## src/rtl/owr_pkg.sv

```systemverilog
package owr_pkg;
  typedef enum logic [1:0] {
    ST_IDLE = 2'd0,
    ST_LOW  = 2'd1,
    ST_WAIT = 2'd2,
    ST_TAIL = 2'd3
  } owr_state_e;
endpackage

```

## src/rtl/owr_rst_sync.sv

```systemverilog
module owr_rst_sync (
  input  logic clk,
  input  logic rst_n,
  output logic rst_sync_n
);
  logic [1:0] stage_q;

  always_ff @(posedge clk or negedge rst_n) begin
    if (!rst_n) stage_q <= 2'b00;
    else        stage_q <= {stage_q[0], 1'b1};
  end

  assign rst_sync_n = stage_q[1];
endmodule

```

## src/rtl/owr_sync2.sv

```systemverilog
module owr_sync2 #(
  parameter logic RESET_VAL = 1'b1
) (
  input  logic clk,
  input  logic rst_n,
  input  logic d_i,
  output logic q_o
);
  logic [1:0] ff_q;

  always_ff @(posedge clk or negedge rst_n) begin
    if (!rst_n) ff_q <= {2{RESET_VAL}};
    else        ff_q <= {ff_q[0], d_i};
  end

  assign q_o = ff_q[1];
endmodule

```

## src/rtl/owr_us_tick.sv

```systemverilog
module owr_us_tick #(
  parameter int CLK_PER_US = 50
) (
  input  logic clk,
  input  logic rst_n,
  input  logic en_i,
  output logic tick_o
);
  localparam int DIV_W = (CLK_PER_US > 1) ? $clog2(CLK_PER_US) : 1;
  localparam logic [DIV_W-1:0] DIV_LAST = DIV_W'(CLK_PER_US - 1);

  logic [DIV_W-1:0] div_q, div_d;
  logic             at_last;

  assign at_last = (div_q == DIV_LAST);

  always_comb begin
    div_d = div_q;
    if (!en_i)        div_d = '0;
    else if (at_last) div_d = '0;
    else              div_d = div_q + 1'b1;
  end

  always_ff @(posedge clk or negedge rst_n) begin
    if (!rst_n) div_q <= '0;
    else        div_q <= div_d;
  end

  assign tick_o = en_i && at_last;
endmodule

```

## src/rtl/owr_seq.sv

```systemverilog
module owr_seq
  import owr_pkg::*;
#(
  parameter int LOW_US  = 480,
  parameter int SAMP_US = 64,
  parameter int TAIL_US = 416
) (
  input  logic clk,
  input  logic rst_n,
  input  logic start_i,
  input  logic tick_i,
  input  logic line_s_i,
  output logic line_oe_o,
  output logic busy_o,
  output logic done_o,
  output logic present_o
);
  localparam int MAX_A  = (LOW_US > SAMP_US) ? LOW_US : SAMP_US;
  localparam int MAX_US = (MAX_A > TAIL_US) ? MAX_A : TAIL_US;
  localparam int US_W   = $clog2(MAX_US + 1);
  localparam logic [US_W-1:0] LOW_LAST  = US_W'(LOW_US - 1);
  localparam logic [US_W-1:0] SAMP_LAST = US_W'(SAMP_US - 1);
  localparam logic [US_W-1:0] TAIL_LAST = US_W'(TAIL_US - 1);

  owr_state_e      st_q, st_d;
  logic [US_W-1:0] us_q, us_d;
  logic            done_q, done_d;
  logic            pres_q, pres_d;

  always_comb begin
    st_d   = st_q;
    us_d   = us_q;
    done_d = 1'b0;
    pres_d = pres_q;
    unique case (st_q)
      ST_IDLE: begin
        if (start_i) begin
          st_d   = ST_LOW;
          us_d   = '0;
          pres_d = 1'b0;
        end
      end
      ST_LOW: begin
        if (tick_i) begin
          if (us_q == LOW_LAST) begin
            st_d = ST_WAIT;
            us_d = '0;
          end else begin
            us_d = us_q + 1'b1;
          end
        end
      end
      ST_WAIT: begin
        if (tick_i) begin
          if (us_q == SAMP_LAST) begin
            st_d   = ST_TAIL;
            us_d   = '0;
            pres_d = ~line_s_i;
          end else begin
            us_d = us_q + 1'b1;
          end
        end
      end
      ST_TAIL: begin
        if (tick_i) begin
          if (us_q == TAIL_LAST) begin
            st_d   = ST_IDLE;
            us_d   = '0;
            done_d = 1'b1;
          end else begin
            us_d = us_q + 1'b1;
          end
        end
      end
      default: st_d = ST_IDLE;
    endcase
  end

  always_ff @(posedge clk or negedge rst_n) begin
    if (!rst_n) begin
      st_q   <= ST_IDLE;
      us_q   <= '0;
      done_q <= 1'b0;
      pres_q <= 1'b0;
    end else begin
      st_q   <= st_d;
      us_q   <= us_d;
      done_q <= done_d;
      pres_q <= pres_d;
    end
  end

  assign line_oe_o = (st_q == ST_LOW);
  assign busy_o    = (st_q != ST_IDLE);
  assign done_o    = done_q;
  assign present_o = pres_q;
endmodule

```

## src/rtl/owr_reset_presence.sv

```systemverilog
module owr_reset_presence #(
  parameter int CLK_PER_US = 50,
  parameter int LOW_US     = 480,
  parameter int SAMP_US    = 64,
  parameter int TAIL_US    = 416
) (
  input  logic clk,
  input  logic rst_n,
  input  logic start_i,
  input  logic line_i,
  output logic line_oe_o,
  output logic busy_o,
  output logic done_o,
  output logic present_o
);
  logic rst_int_n;
  logic line_s;
  logic us_tick;

  owr_rst_sync u_rst_sync (
    .clk        (clk),
    .rst_n      (rst_n),
    .rst_sync_n (rst_int_n)
  );

  owr_sync2 #(.RESET_VAL(1'b1)) u_line_sync (
    .clk   (clk),
    .rst_n (rst_int_n),
    .d_i   (line_i),
    .q_o   (line_s)
  );

  owr_us_tick #(.CLK_PER_US(CLK_PER_US)) u_tick (
    .clk    (clk),
    .rst_n  (rst_int_n),
    .en_i   (busy_o),
    .tick_o (us_tick)
  );

  owr_seq #(
    .LOW_US  (LOW_US),
    .SAMP_US (SAMP_US),
    .TAIL_US (TAIL_US)
  ) u_seq (
    .clk       (clk),
    .rst_n     (rst_int_n),
    .start_i   (start_i),
    .tick_i    (us_tick),
    .line_s_i  (line_s),
    .line_oe_o (line_oe_o),
    .busy_o    (busy_o),
    .done_o    (done_o),
    .present_o (present_o)
  );
endmodule

```

## config.mk

```make
export PLATFORM = sky130hd
export DESIGN_NAME = owr_reset_presence
export DESIGN_NICKNAME = d
export VERILOG_FILES = /design/src/rtl/owr_pkg.sv /design/src/rtl/owr_rst_sync.sv /design/src/rtl/owr_sync2.sv /design/src/rtl/owr_us_tick.sv /design/src/rtl/owr_seq.sv /design/src/rtl/owr_reset_presence.sv
export SDC_FILE = /design/constraint.sdc
export NUM_CORES = 1
export LEC_CHECK = 0
export BUFFER_PORTS_ARGS = -buffer_cell sky130_fd_sc_hd__buf_2
export CORE_ASPECT_RATIO = 0.6
export CORE_MARGIN = 8
export CORE_UTILIZATION = 53
export CTS_CLUSTER_DIAMETER = 150
export DETAILED_ROUTE_END_ITERATION = 10
export GPL_TIMING_DRIVEN = 0
export PLACE_DENSITY = 0.8
export SYNTH_ARGS = -nofsm -noshare
export SYNTH_HDL_FRONTEND = slang
export SYNTH_SLANG_ARGS = --single-unit
```

## constraint.sdc

```tcl
create_clock -name clk -period 0.8 [get_ports clk]
set_input_delay 0.04 -clock clk [delete_from_list [all_inputs] [get_ports clk]]
set_output_delay 0.04 -clock clk [all_outputs]
set_load 0.05 [all_outputs]
```

==> impl_metrics.ini <==
[outcome]
status = finished with violations
violations = negative setup slack

[power]
p_total_uw = 1950
power_density_nw_per_um2 = 1100
power_leakage_uw = 0.000737
peakVddDrop_v = 0.000943

[cells_and_area]
drive_above_1_share_pct = 44.4
fill_cells = 127
fin_cells = 192
area.growth.synth_to_final_pct = 40.2
final_nets = 175
diodes = 0

[synthesis]
synth_cell_type_count = 37
syn-num-nets = 137
netlist_area_um2 = 1260
yosysWarnings = 0
yosysSeqAreaShare_pct = 45.9
ys.flop_type = dfrtp_1
async_flop_share_pct = 100
syn_inst = 125
postSynthAreaPerCell_um2 = 10.1
synth-edff-count = 0
yosys_register_bits = 23

[critical_path]
worstPathRequired_ns = 0.96
cp.arrival_ns = 2.20
slowest_stage = dfrtp_1
cpPeakStageDelay_ns = 0.49
crit_chain = ha_4 > nand4_1 > buf_4 > o31ai_4 > nand2_1 > nor3_4 > mux2_4
crit_family = flip-flops
start_kind = register
cp_num_buf_inv = 1
endpoint_kind = register
critPathKind = register to register
worst-path-max-fanout = 5

[cts]
root_buffer = clkbuf_8
cts_made_buffers = 3
insertion_delay_ns = 0.27
cts_tree = yes
clock-sinks = 23
path_clk_slew_ns = 0.08
htreeDepth = 1
cts_max_path_buffers = 2

[timing]
maxSlewViolCount = 0
fmax_ghz = 0.488
fin_setup_tns_ns = -19.22
rsz0062_at_grt = yes
setup_viol = 23
setup_slack_ns = -1.25
period_minus_slack_ns = 2.05
fin_crit_sh_pct = 256
skew_ns = 0.00164
hold_violations = 0

[detailed_routing]
drtIter0Drc = 152
drt-met1-wl_um = 1470
dr_total_vias = 1214
dr_wl_met3_um = 377
ant_nets = 0
top_layer = met4
totalWireLength_um = 3720
dr_wl_met2_um = 1690
first_pass_iters = 4
drc = 0
wl_per_cell_um = 19.4
vias_per_cell = 6.32

[job]
maxCapViolCount = 0

[grt]
groute.usage.overall_pct = 16.2
grt_antenna_before_repair = 0
grt_pass1_wl_um = 5320
grt_max_degree = 22
grt_remaining_overflow = 0
grt_pass1_vias = 1098

[placed_design]
dp_hpwl_um = 1870
dp.cells = 162
gp_congestion = 0.878
portBuffers = 7
post-place-ws_ns = -1.31

[floorplan]
fp-row-count = 13
io_pins = 8
die_y_um = 53.8
core-area_um2 = 2210
die_area_um2 = 4240
start_util_pct = 56.9
die_w_um = 78.9

[worst_hold_path]
hold_class = input port to async pin
Yosys cell counts, drive strengths merged, types with 2 or more instances:
cell,count,area [um2]
a21o,2,15.0
a21oi,3,15.0
a22o,4,35.0
dfrtp,21,526
dfstp,2,52.6
ha,8,100
inv,8,30.0
mux2,2,22.5
mux2i,2,20.0
nand2,15,56.3
nand3,7,35.0
nand4,2,12.5
nor2,11,41.3
o21ai,12,60.1
o22ai,2,12.5
o31ai,2,28.8
or3,3,23.8
or4,2,18.8
xnor2,2,17.5
xor2,2,17.5
worst reg2reg max path: cells and delay by family, from the launching register on:
family / cells / cell delay (ns)
simple gates: 3 / 0.47
compound gates: 1 / 0.26
buf+inv: 1 / 0.18
fa+ha+maj: 1 / 0.21
flops: 1 / 0.49
mux: 1 / 0.32
layout make-up:
type / instances / area, um2 / area share [%]
Multi-Input combinational cell: 93 / 776 / 44.0
Sequential cell: 23 / 582 / 33.0
Tap cell: 30 / 37.5 / 2.13
Timing Repair Buffer: 33 / 279 / 15.8
Inverter: 8 / 33.8 / 1.91
Clock buffer: 4 / 45.0 / 2.55
Buffer: 1 / 11.3 / 0.638
kinds of logic after synthesis:
group	after synthesis	synth area share, %
flip-flops	23	45.9
AND/OR/NAND/NOR	49	20.7
XOR/XNOR	4	2.78
AO/OA/AOI/OAI	27	16.2
buffers and inverters	9	2.78
adder cells (fa/ha/maj)	8	7.95
multiplexers	4	3.38
other	1	0.298
path summary, 6_finish.rpt:
check                           slack, ns                  start                     to  cells after the start
worst max-delay path                -1.25          u_seq.us_q[1]          u_seq.st_q[1]                      7
min in group clk                     0.21                start_i        u_seq.present_o                      4
max in group asynchronous            0.25  u_rst_sync.stage_q[1]    u_line_sync.ff_q[0]                      0
worst min-delay path                 0.08                  rst_n  u_rst_sync.stage_q[0]                      2
worst max register to register      -1.25          u_seq.us_q[1]          u_seq.st_q[1]                      7
worst min register to register       0.22  u_rst_sync.stage_q[1]          u_seq.st_q[0]                      0
registers in the layout (all words and copies together), names as in the netlist:
register and count:
u_seq.done_o 1, u_seq.st_q 2, u_line_sync.ff_q 2, u_tick.div_q 6, u_seq.present_o 1, u_seq.us_q 9
u_rst_sync.stage_q 2
routing by layer:
layer	vias to the layer above	global-route usage (%)
met2	89	26.0
met5	-	0
met3	26	4.65
li1	514	-
met1	585	20.6
met4	0	6.40
where the power goes:
group	internal [uW]	total (uW)	switching (uW)
logic	11.9	19.6	7.69
clock network	356	730	374
registers	1180	1200	22.5
total	1540	1950	404
cell usage in the layout, fill, tap and decap left out, types with 2 or more instances in the layout:
master and instances:
buf_6 8, ha_4 4, nand4_1 2, nand2_1 13, xor2_1 2, o21ai_2 5
inv_1 5, nor2_1 9, a22o_1 4, dfrtp_1 18, dfrtp_2 3, buf_4 20
dfstp_2 2, a21o_1 2, a21oi_2 2, ha_1 3, buf_2 3, xnor2_1 2
inv_2 2, dlygate4sd3_1 2, clkbuf_8 3, mux2i_1 2, or4_4 2, o21ai_1 2
or3_1 2, o21ai_0 4, nand2_2 2, nor2_2 2, nand3_1 7, o22ai_1 2
through the flow:
step           util [%]  instance area (um2)  hold WS, ns
6_report           79.8                 1760       0.0783
4_1_cts            76.9                 1700       0.0781
3_5_place_dp       62.7                 1390       -0.172
2_1_floorplan         -                 1310       -0.256
5_1_grt            79.8                 1760       0.0726
3_3_place_gp       62.7                 1390       -0.175
repair_timing:
item                                   in CTS  in global routing
buffers inserted                           20                  3
endpoints found under the hold margin       3                  0
gates resized for setup                    30                 11
pin swaps                                  10                  7
setup endpoints to repair                  44                 23
hold buffers                                2                  0
cloned                                      1                  0
(Power assumes the default switching activity.)
